[src/rtl/nfp_pkg.sv]
package nfp_pkg;

   typedef logic [1:0] dir_ctr_t;

   localparam dir_ctr_t CTR_WEAK_TAKEN = 2'b10;
   localparam dir_ctr_t CTR_MAX        = 2'b11;
   localparam dir_ctr_t CTR_MIN        = 2'b00;

   // Saturating step of the direction counter
   function automatic dir_ctr_t ctr_step(input dir_ctr_t cur, input logic taken);
      dir_ctr_t nxt;
      if (taken) nxt = (cur == CTR_MAX) ? cur : cur + 2'd1;
      else       nxt = (cur == CTR_MIN) ? cur : cur - 2'd1;
      return nxt;
   endfunction

endpackage

[src/rtl/nfp_seq_addr.sv]
module nfp_seq_addr #(
   parameter int ADDR_W = 32,
   parameter int OFS_W  = 4
) (
   input  logic [ADDR_W-1:0] addr,
   output logic [ADDR_W-1:0] next_addr
);

   generate
      if (OFS_W == 0) begin : g_unit
         assign next_addr = addr + ADDR_W'(1);
      end else begin : g_block
         logic [OFS_W-1:0] unused_ofs;
         assign unused_ofs = addr[OFS_W-1:0];
         assign next_addr  = {addr[ADDR_W-1:OFS_W] + (ADDR_W-OFS_W)'(1), {OFS_W{1'b0}}};
      end
   endgenerate

endmodule

[src/rtl/nfp_table.sv]
module nfp_table
   import nfp_pkg::*;
#(
   parameter int ADDR_W  = 32,
   parameter int ENTRIES = 16,
   parameter int IDX_W   = 4,
   parameter int TAG_W   = 24
) (
   input  logic              clk,
   input  logic              rst,
   input  logic [IDX_W-1:0]  rd_idx,
   input  logic [TAG_W-1:0]  rd_tag,
   output logic              rd_hit,
   output logic              rd_dir,
   output logic [ADDR_W-1:0] rd_tgt,
   input  logic              wr_en,
   input  logic [IDX_W-1:0]  wr_idx,
   input  logic [TAG_W-1:0]  wr_tag,
   input  logic              wr_taken,
   input  logic [ADDR_W-1:0] wr_tgt
);

   logic              valid_q [ENTRIES];
   logic [TAG_W-1:0]  tag_q   [ENTRIES];
   logic [ADDR_W-1:0] tgt_q   [ENTRIES];
   dir_ctr_t          ctr_q   [ENTRIES];

   logic wr_hit, do_alloc, do_train;

   assign rd_hit = valid_q[rd_idx] && (tag_q[rd_idx] == rd_tag);
   assign rd_dir = ctr_q[rd_idx][1];
   assign rd_tgt = tgt_q[rd_idx];

   assign wr_hit   = valid_q[wr_idx] && (tag_q[wr_idx] == wr_tag);
   assign do_alloc = wr_en && !wr_hit && wr_taken;
   assign do_train = wr_en && wr_hit;

   generate
      for (genvar e = 0; e < ENTRIES; e++) begin : g_ent
         logic sel;
         assign sel = (wr_idx == IDX_W'(e));

         always_ff @(posedge clk) begin
            if (rst)                  valid_q[e] <= 1'b0;
            else if (sel && do_alloc) valid_q[e] <= 1'b1;
         end

         always_ff @(posedge clk) begin
            if (sel && do_alloc) begin
               tag_q[e] <= wr_tag;
               tgt_q[e] <= wr_tgt;
               ctr_q[e] <= CTR_WEAK_TAKEN;
            end else if (sel && do_train) begin
               ctr_q[e] <= ctr_step(ctr_q[e], wr_taken);
               if (wr_taken) tgt_q[e] <= wr_tgt;
            end
         end
      end
   endgenerate

   logic any_valid;
   always_comb begin
      any_valid = 1'b0;
      for (int i = 0; i < ENTRIES; i++) any_valid = any_valid | valid_q[i];
   end

   // nothing is valid on the cycle after reset
   p_reset_clear_r1: assert property (@(posedge clk) disable iff (rst)
      $past(rst) |-> !any_valid);

   // a taken miss leaves a valid, weakly taken entry
   p_alloc_weak_r6: assert property (@(posedge clk) disable iff (rst)
      (wr_en && wr_taken && !wr_hit) |=>
         (valid_q[$past(wr_idx)] && ctr_q[$past(wr_idx)] == CTR_WEAK_TAKEN));

   // a not-taken miss changes no valid bit and no counter at its index
   p_nt_miss_keep_r7: assert property (@(posedge clk) disable iff (rst)
      (wr_en && !wr_taken && !wr_hit) |=>
         (valid_q[$past(wr_idx)] == $past(valid_q[wr_idx]) &&
          ctr_q[$past(wr_idx)] == $past(ctr_q[wr_idx])));

   // saturation at the top
   p_sat_high_r8: assert property (@(posedge clk) disable iff (rst)
      (wr_en && wr_hit && wr_taken && ctr_q[wr_idx] == CTR_MAX) |=>
         ctr_q[$past(wr_idx)] == CTR_MAX);

   // saturation at the bottom
   p_sat_low_r8: assert property (@(posedge clk) disable iff (rst)
      (wr_en && wr_hit && !wr_taken && ctr_q[wr_idx] == CTR_MIN) |=>
         ctr_q[$past(wr_idx)] == CTR_MIN);

endmodule

[src/rtl/nfp_predictor.sv]
module nfp_predictor
   import nfp_pkg::*;
#(
   parameter int ADDR_W      = 32,
   parameter int BLOCK_BYTES = 16,
   parameter int ENTRIES     = 16
) (
   input  logic              clk,
   input  logic              rst,
   input  logic [ADDR_W-1:0] lk_addr,
   output logic              pred_hit,
   output logic              pred_taken,
   output logic [ADDR_W-1:0] pred_next,
   input  logic              upd_valid,
   input  logic [ADDR_W-1:0] upd_addr,
   input  logic              upd_taken,
   input  logic [ADDR_W-1:0] upd_target
);

   localparam int OFS_W = $clog2(BLOCK_BYTES);
   localparam int IDX_W = $clog2(ENTRIES);
   localparam int TAG_W = ADDR_W - OFS_W - IDX_W;

   generate
      if ((1 << OFS_W) != BLOCK_BYTES) begin : g_bad_block
         $error("BLOCK_BYTES must be a power of two");
      end
      if (ENTRIES < 2 || (1 << IDX_W) != ENTRIES) begin : g_bad_entries
         $error("ENTRIES must be a power of two of at least 2");
      end
      if (TAG_W < 1) begin : g_bad_tag
         $error("ADDR_W too small for block size and entry count");
      end
   endgenerate

   // index just above block offset, tag above index
   logic [IDX_W-1:0] lk_idx, up_idx;
   logic [TAG_W-1:0] lk_tag, up_tag;
   assign lk_idx = lk_addr[OFS_W +: IDX_W];
   assign lk_tag = lk_addr[ADDR_W-1 -: TAG_W];
   assign up_idx = upd_addr[OFS_W +: IDX_W];
   assign up_tag = upd_addr[ADDR_W-1 -: TAG_W];

   logic unused_upd_ofs;
   assign unused_upd_ofs = ^(upd_addr & ADDR_W'(BLOCK_BYTES - 1));

   logic              tbl_hit, tbl_dir;
   logic [ADDR_W-1:0] tbl_tgt, seq_addr;

   nfp_table #(
      .ADDR_W (ADDR_W),
      .ENTRIES(ENTRIES),
      .IDX_W  (IDX_W),
      .TAG_W  (TAG_W)
   ) u_table (
      .clk     (clk),
      .rst     (rst),
      .rd_idx  (lk_idx),
      .rd_tag  (lk_tag),
      .rd_hit  (tbl_hit),
      .rd_dir  (tbl_dir),
      .rd_tgt  (tbl_tgt),
      .wr_en   (upd_valid),
      .wr_idx  (up_idx),
      .wr_tag  (up_tag),
      .wr_taken(upd_taken),
      .wr_tgt  (upd_target)
   );

   nfp_seq_addr #(
      .ADDR_W(ADDR_W),
      .OFS_W (OFS_W)
   ) u_seq (
      .addr     (lk_addr),
      .next_addr(seq_addr)
   );

   assign pred_hit   = tbl_hit;
   assign pred_taken = tbl_hit && tbl_dir;
   assign pred_next  = pred_taken ? tbl_tgt : seq_addr;

   // a miss never redirects fetch
   p_miss_seq_r3: assert property (@(posedge clk) disable iff (rst)
      !pred_hit |-> (!pred_taken && pred_next == seq_addr));

   // a sequential prediction lands on a block boundary
   p_seq_aligned_r2: assert property (@(posedge clk) disable iff (rst)
      !pred_taken |-> ((pred_next & ADDR_W'(BLOCK_BYTES - 1)) == '0));

   // a redirect requires a hit and uses the stored target
   p_taken_target_r4: assert property (@(posedge clk) disable iff (rst)
      pred_taken |-> (pred_hit && pred_next == tbl_tgt));

endmodule

[config.mk]
export PLATFORM = sky130hd
export DESIGN_NAME = nfp_predictor
export DESIGN_NICKNAME = d
export VERILOG_FILES = /design/src/rtl/nfp_pkg.sv /design/src/rtl/nfp_seq_addr.sv /design/src/rtl/nfp_table.sv /design/src/rtl/nfp_predictor.sv
export SDC_FILE = /design/constraint.sdc
export NUM_CORES = 1
export LEC_CHECK = 0
export ABC_AREA = 1
export BUFFER_PORTS_ARGS = -buffer_cell sky130_fd_sc_hd__buf_4
export CELL_PAD_IN_SITES_DETAIL_PLACEMENT = 2
export CELL_PAD_IN_SITES_GLOBAL_PLACEMENT = 2
export CORE_AREA = 8 8 337 339
export CTS_CLUSTER_DIAMETER = 40
export CTS_CLUSTER_SIZE = 24
export DETAILED_ROUTE_END_ITERATION = 8
export DIE_AREA = 0 0 345 347
export PLACE_DENSITY_LB_ADDON = 0.1
export SLEW_MARGIN = 20
export SYNTH_ARGS = -nofsm -noshare
export SYNTH_HDL_FRONTEND = slang
export SYNTH_HIERARCHICAL = 1
export SYNTH_SLANG_ARGS = --single-unit
[constraint.sdc]
create_clock -name clk -period 3.75 [get_ports clk]
set_input_delay 0 -clock clk [delete_from_list [all_inputs] [get_ports clk]]
set_output_delay 0 -clock clk [all_outputs]
set_load 0.01 [all_outputs]
### After elaboration in Yosys (flattened, before gate mapping)

Memories as Yosys holds them, arrays and structs flattened.
Index checks and enable logic that the tools add are counted.

| storage, ports and cells | value |
|---|---|
| memories kept | 4 |
| bits in writable memories | 944 |
| register bits after elaboration | 0 |

| cells by class | value |
|---|---|
| $add $sub $neg | 33 |
| mux-type cells | 427 |
| reductions and logical operators | 101 |
| eq/ne operators | 33 |
| bitwise logic cells | 48 |

Memories:

| memory | words | width | rd ports | clocked after memory_dff | wr ports | line | source |
|---|---|---|---|---|---|---|---|
| u_table.tgt_q | 16 | 32 | 1 | 0 | 1 | nfp_table.sv:25 | `logic [ADDR_W-1:0] tgt_q [ENTRIES];` |
| u_table.tag_q | 16 | 24 | 2 | 0 | 1 | nfp_table.sv:24 | `logic [TAG_W-1:0] tag_q [ENTRIES];` |
| u_table.ctr_q | 16 | 2 | 17 | 0 | 1 | nfp_table.sv:26 | `dir_ctr_t ctr_q [ENTRIES];` |
| u_table.valid_q | 16 | 1 | 2 | 0 | 16 | nfp_table.sv:23 | `logic valid_q [ENTRIES];` |

Operators with widths:

| cell | count |
|---|---|
| 32-bit 2-to-1 mux | 32 |
| 32-bit OR reduction | 15 |
| 24-bit 2-to-1 mux | 15 |
| 24-bit OR reduction | 15 |
| 1-bit 2-to-1 mux | 224 |
| 2-bit 2-to-1 mux | 111 |
| 4-bit 2-to-1 mux | 45 |
| 24-bit == test | 2 |
| 1-bit bitwise OR | 48 |
| 1-bit logical AND | 38 |
| 2-bit by 1-bit adder with 2-bit output (second input constant) | 16 |
| 2-bit == test (second input constant) | 16 |
| 4-bit == test (second input constant) | 8 |
| 2-bit logical NOT | 16 |
| 2-bit by 1-bit subtractor with 2-bit output (second input constant) | 16 |
| 2-bit OR reduction | 15 |
| 28-bit by 1-bit adder with 28-bit output (second input constant) | 1 |
| 4-bit by 3-bit == test with 1-bit output (second input constant) | 4 |
| 4-bit by 2-bit == test with 1-bit output (second input constant) | 2 |
| 4-bit by 1-bit == test with 1-bit output (second input constant) | 1 |
| 4-bit logical NOT | 1 |
| 1-bit logical NOT | 1 |

### Longest topological paths before layout

Gate-level depths: netlist (run 1).
An unclocked memory read counts as a cell.

| logic depth | value |
|---|---|
| depth in word-level cells | 26 |
| depth in mapped cells | 23 |

### Modules after synthesis

Netlist (run 1), hierarchy kept.

Modules (own cells, without submodules):

| module | sequential area each (um^2) | cells an instance | instances | area each (um^2) |
|---|---|---|---|---|
| nfp_table | 28337.2 | 4131 | 1 | 42703.5 |
| nfp_seq_addr | 0.0 | 162 | 1 | 832.0 |
| nfp_predictor | 0.0 | 109 | 1 | 518.0 |

### Least setup slack after synthesis (run 1)

OpenSTA, ideal clock, no wires.

| timing path | value |
|---|---|
| path type | input to register |
| from | in upd_addr[5] |
| to | mem u_table.tgt_q[8][0] (enable) |
| path buffers | 2 |
| path slack | 1.013 ns |
| arrival time | 2.316 ns |
| data required time | 3.329 ns |
| cell stages on the path | 7 |
| cells stage by stage | buf_2 > nor2_1 > clkbuf_1 > inv_1 > nor2_1 > inv_1 > nor2_1 |

| on the way | value |
|---|---|
| cells in the longest elaborated chain, start to end | 26 |

Ends and longest elaborated chain:

| what | line | source |
|---|---|---|
| from (decl) | nfp_predictor.sv:15 | `input logic [ADDR_W-1:0] upd_addr,` |
| memory read 16 x 24 bit | -- |  |
| 24-bit == test | nfp_table.sv:34 | `assign wr_hit = valid_q[wr_idx] && (tag_q[wr_idx] == wr_tag);` |
| 1-bit logical AND | nfp_table.sv:34 |  |
| 1-bit logical NOT | nfp_table.sv:35 | `assign do_alloc = wr_en && !wr_hit && wr_taken;` |
| 1-bit logical AND (2 in series) | nfp_table.sv:35 |  |
| 1-bit logical AND | nfp_table.sv:49 | `if (sel && do_alloc) begin` |
| 1-bit 2-to-1 mux | nfp_table.sv:49 |  |
| 1-bit 2-to-1 mux, on equally long branches | nfp_table.sv:51, nfp_table.sv:55 |  |
| 1-bit bitwise OR (no line) | -- |  |
| 32-bit OR reduction (no line) | -- |  |
| 4-bit 2-to-1 mux (no line) or 1-bit 2-to-1 mux (tied branches) (15 in series) | -- |  |
| to (decl) | nfp_table.sv:25 |  |

Parallel ways exist; a longest one is shown, timed or not.

==> impl_metrics.tcl, run 1 <==
set metrics [dict create \
    outcome "finished, final reports clean" \
    setup_tns_ns 0 \
    grt_usage_pct 29.8 \
    die_x_um 345 \
    core_sq_um 108000 \
    drive_gt1_share_pct 13.4 \
    power_leakage_uw 0.0200 \
    drv_cap 0 \
    clockBufferDepth 3 \
    clk_latency_ns 0.76 \
    critPathArrivalTime_ns 3.67 \
    area_growth_pct 21.9 \
    synth.distinct_cells 39 \
    worstMarginPinSlew_ns 0.935 \
    ctsHtreeMaxLevel 4 \
    ant_nets 0 \
    ios 134 \
    dr.pass1.iters 5 \
    cts_tree "yes" \
    crit_type "reg2out" \
    period_minus_slack_ns 3.67 \
    final_common_cell "nand2_1" \
    period_share_pct 98.0 \
    routedWlPerCell_um 29.7 \
    end_kind "output port" \
    vias 36800 \
    ys_async_sr_fraction_pct 0 \
    peakVddDrop_uv 415 \
    critPathMaxFanout 11 \
    slew_violations 0 \
    skew_ns 0.0302 \
    syn_inst 4402 \
    timing.fmax_ghz 0.272 \
    grt_pass1_vias 40700 \
    power_density_nw_per_um2 534 \
    gr-total-overflow 0 \
    synth_seq_area_share_pct 64.3 \
    synth_ff_type "edfxtp_1" \
    clkTransAtPathRegs_ns 0.05 \
    drc_errors 0 \
    gp_congestion 0.833 \
    cts_made_buffers 157 \
    yosysWarnings 6 \
    setup_viol 0 \
    hpwlAfterDp_um 109000 \
    layout_common_cells "nand2_1 (1255), edfxtp_1 (943), nor2_1 (592)" \
    cts-root-buf "clkbuf_16" \
    numPortBuffers 125 \
    grt_pass1_wl_um 269000 \
    syn_area_sq_um 44100 \
    die_y_um 347 \
    antenna_found_initial 8 \
    synth-edff-count 943 \
    start_util_pct 40.8 \
    wirelength_um 184000 \
    fin_ws_ns 0.0767 \
    dieArea_sq_um 120000 \
    yosysTopAreaCell "edfxtp_1" \
    routed_via_density 5.95 \
    final_net_count 4740 \
    cts.sinks 944 \
    crit_required_ns 3.75 \
    final-hold-violation-count 0 \
    grt_max_degree 139 \
    avgSynthCellArea_sq_um 10.0 \
    ys_ff_latch 944 \
    netlist_top_cells_area "edfxtp_1 (64%), nand2_1 (11%), o21ai_0 (6.0%)" \
    place_ws_ns 0.272 \
    drt_iter0_drc 2721 \
    row_count 121 \
    finalPower_uw 28700 \
    start_kind "register" \
    synth_top_area_share_pct 64.3 \
    hp-class "in2reg" \
    max_slew_margin_pct 37.7 \
]
==> synth_stat cells, drive strengths merged, types with 4 or more instances <==
master,instances
a21oi,38
clkbuf,200
nand4,4
nor2,636
o22ai,75
o21ai,551
o211ai,54
nand2,1268
nor3,20
nand3,148
or2,9
buf,88
nand3b,9
edfxtp,943
xor2,25
xnor2,16
o221ai,150
o21bai,17
inv,144
==> path summary, 6_finish.rpt <==
check,start,to,slack (ns),cells past startpoint
max,u_table/tag_q[2][0],pred_next[28],0.08,15
min,upd_addr[7],u_table/valid_q[11],0.07,6
max reg2reg,u_table/tag_q[1][3],u_table/valid_q[8],0.45,18
min reg2reg,u_table/ctr_q[15][0],u_table/ctr_q[15][0],0.60,1
==> metrics by stage <==
step                cell area [sq um]  util [%]  cells  hold slack [ns]
floorplan                       44100         -   4405           0.0989
global placement                47700      44.1   5829            0.296
detailed placement              47700      44.1   5829            0.303
CTS                             53600      49.6   6182           0.0310
global route                    53700      49.7   6184           0.0786
finish                          53700      49.7   6188           0.0730
==> metal layers <==
layer | vias up | part of all wire, % | routed length, um | track usage, %
li1 | 15900 | - | - | -
met1 | 19100 | 40 | 73500 | 36.0
met2 | 1278 | 50 | 91800 | 52.4
met3 | 464 | 5.4 | 9930 | 4.85
met4 | 2 | 4.5 | 8330 | 13.3
met5 | - | 0.0071 | 13 | 0
==> state kept, by name (all words and copies together), names as in the netlist <==
register / cells
u_table/valid_q: 16
u_table/tag_q: 384
u_table/tgt_q: 512
u_table/ctr_q: 32
==> final cells by class <==
| type | instances | area (sq um) |
|---|---|---|
| tap | 1414 | 1770 |
| fill | 10900 | 54400 |
| antenna | 5 | 12.5 |
| sequential | 944 | 28300 |
| multi-input combinational | 3029 | 14200 |
| timing repair buffer | 362 | 3580 |
| clock inverter | 108 | 1070 |
| inverter | 145 | 568 |
| clock buffer | 181 | 4190 |
==> where the power goes <==
part / total, uW / switching (uW) / internal, uW
Sequential: 11800 / 51.1 / 11800
Clock: 14500 / 5380 / 9120
Combinational: 2380 / 1710 / 673
==> critical path: stages (launching register included) <==
cell and delay [ns]:
edfxtp_1 0.37, o21ai_0 0.20, o22ai_1 0.12, o211ai_1 0.24, nand2_1 0.18, xor2_1 0.17, nor3_1 0.27, buf_4 0.21
nand3_1 0.14, nor2_4 0.17, buf_12 0.14, nand2_8 0.11, buf_12 0.21, nand2_1 0.10, nand2_2 0.10, buf_4 0.16
==> timing repair <==
item | 4_1_cts | 5_1_grt
pin swaps | 1 | 2
setup endpoints to repair | 26 | 28
buffers inserted | 2 | 1
hold buffers | 61 | 0
resized for setup | 4 | 15
endpoints found under the hold margin | 946 | 0
gates cloned | 1 | 0
==> logic make-up (layout without fill, tap and decap cells) <==
| group | after synthesis | count (layout) | synth area share (%) |
|---|---|---|---|
| AOI/OAI and AO/OA | 887 | 887 | 12.0 |
| DFF | 944 | 944 | 64.3 |
| buffers and inverters | 433 | 796 | 4.04 |
| xor gates and xnor gates | 41 | 41 | 0.832 |
| other | 1 | 9 | 0.00851 |
| adders and majority gates | 1 | 1 | 0.0284 |
| and+or+nand+nor | 2095 | 2096 | 18.8 |
(Power assumes the default switching activity.)
==> run 2, diff against run 1 <==
Settings changed: CORE_AREA 8 8 337 339 to 8 8 355 357, DIE_AREA 0 0 345 347 to 0 0 363 365.
Clock period 3.75 ns to 3.2 ns, I/O delays scaled along.
==> impl_metrics.tcl, run 2 (synthesis gave the netlist of run 1 again) <==
set metrics [dict create \
    slew_violations 0 \
    setup_tns_ns -11.08 \
    rsz0062_at_grt "true" \
    ant_nets 0 \
    numPortBuffers 125 \
    wirelength_um 184000 \
    vias 36400 \
    crit_type "reg2out" \
    clkTransAtPathRegs_ns 0.06 \
    gr-total-overflow 0 \
    drt_iter0_drc 2441 \
    reg2reg_to "u_table/tag_q[14][0]" \
    worstMarginPinSlew_ns 0.957 \
    hp-class "in2reg" \
    rrSetupSlack_ns 0.22 \
    peakVddDrop_uv 584 \
    holdPathStages 2 \
    place_inst 6101 \
    fillers 12300 \
    dr.pass1.iters 7 \
    antenna_found_initial 5 \
    die_y_um 365 \
    routedWlPerCell_um 28.4 \
    holdWs_ns 0.0712 \
    final-hold-violation-count 0 \
    dieArea_sq_um 132000 \
    final_common_cell "nand2_1" \
    gp_congestion 0.846 \
    grt_max_degree 93 \
    final_util_pct 46.2 \
    period_share_pct 112 \
    die_x_um 363 \
    cts_tree "yes" \
    grt_pass1_wl_um 270000 \
    reg2regPathDepth 18 \
    critPathMaxFanout 8 \
    skew_ns 0.0339 \
    top_register "u_table/tgt_q" \
    start_util_pct 36.5 \
    cts.sinks 944 \
    outcome "finished with violations" \
    crit_required_ns 3.20 \
    whs_endpoint "u_table/tgt_q[12][19]" \
    final_net_count 4816 \
    cts-root-buf "clkbuf_16" \
    critPathArrivalTime_ns 3.57 \
    start_kind "register" \
    drv_cap 0 \
    path_cells "o21ai_1 -> o22ai_1 -> or2_4 -> o211ai_1 -> o21ai_1 -> buf_4 -> xor2_1 -> nor2_1 -> nand2_1 -> nor2_1 -> nand2_1 -> nor2_4 -> buf_12 -> buf_8 -> buf_12 -> nand3_2 -> nand2_2 -> buf_6" \
    power_density_nw_per_um2 626 \
    period_minus_slack_ns 3.57 \
    setup_viol 34 \
    r2r_start "u_table/tag_q[15][17]" \
    slowest_stage "edfxtp_1" \
    top_regs "u_table/tgt_q x512, u_table/tag_q x384, u_table/ctr_q x32" \
    routed_via_density 5.62 \
    violations "negative setup slack" \
    area_growth_pct 26.5 \
    cts_made_buffers 163 \
    row_count 128 \
    max_slew_margin_pct 36.2 \
    hold_start "upd_target[19]" \
    critPathMaxStageDelay_ns 0.40 \
    drive_gt1_share_pct 16.2 \
    clk_latency_ns 0.79 \
    clockBufferDepth 3 \
    drc_errors 0 \
    ctsHtreeMaxLevel 4 \
    fin_ws_ns -0.369 \
    timing.fmax_ghz 0.280 \
    largest_register_ffs 512 \
    instances_no_fill 6477 \
    layout_common_cells "nand2_1 (1208), edfxtp_1 (943), nor2_1 (591)" \
    core_sq_um 121000 \
    hpwlAfterDp_um 113000 \
    end_kind "output port" \
    grt_pass1_vias 39900 \
    grt_usage_pct 27.4 \
    power_leakage_uw 0.0207 \
    ios 134 \
]
## run 2: stage by stage
step	worst slack (ns)	total power (uW)	area (sq um)
2_1_floorplan	0.463	15400	44100
3_5_place_dp	-0.287	16900	48800
4_1_cts	-0.426	35100	55500
5_1_grt	-0.506	35900	55700
3_3_place_gp	-0.304	16800	48800
6_report	-0.369	34900	55700
## run 2: critical path: cells and delay by family (launching register included)
family | cells | cell delay, ns
flops | 1 | 0.40
buf+inv | 5 | 0.73
compound gates | 4 | 0.49
xor+xnor | 1 | 0.14
simple gates | 8 | 1.03
## run 2: worst max path at each step
stage | from | end | slack (ns) | cells past startpoint
after global placement | lk_addr[4] | pred_next[18] | -0.30 | 18
final | u_table/tag_q[1][8] | pred_next[13] | -0.37 | 18
after detailed placement | upd_addr[5] | u_table/tag_q[9][18] | -0.29 | 20
after global routing | u_table/tag_q[1][8] | pred_next[13] | -0.51 | 18
after CTS | u_table/tag_q[2][8] | pred_next[31] | -0.43 | 18
after floorplan | upd_addr[5] | u_table/tgt_q[8][0] | 0.46 | 7
## run 2: layer usage
layer | up-vias | track usage, % | part of all wire [%]
met4 | 4 | 9.72 | 3.4
met3 | 364 | 4.38 | 4.7
li1 | 16100 | - | -
met2 | 944 | 48.3 | 50
met1 | 19000 | 34.1 | 42
met5 | - | 0 | 0.012
## run 2: repair_timing
item	4_1_cts	5_1_grt
setup buffers	7	3
pin swaps	18	27
gates cloned	3	0
hold buffers	62	0
endpoints found under the setup margin	58	390
hold endpoints to repair	952	0
resized for setup	83	57
## run 2: cell type report
cell class,instances,area (sq um),area share [%]
clock inverters,124,1510,2.71
inverters,145,572,1.03
clock buffers,177,4150,7.45
repair buffers,430,4610,8.27
well taps,1625,2030,3.65
multi-input cells,3031,14500,26.0
flip-flops and latches,944,28300,50.9
diodes,1,2.50,0.00449
## run 2: power by group
group          internal [uW]  switching [uW]
sequential             13800            56.6
combinational            897            2050
clock                  11300            6770
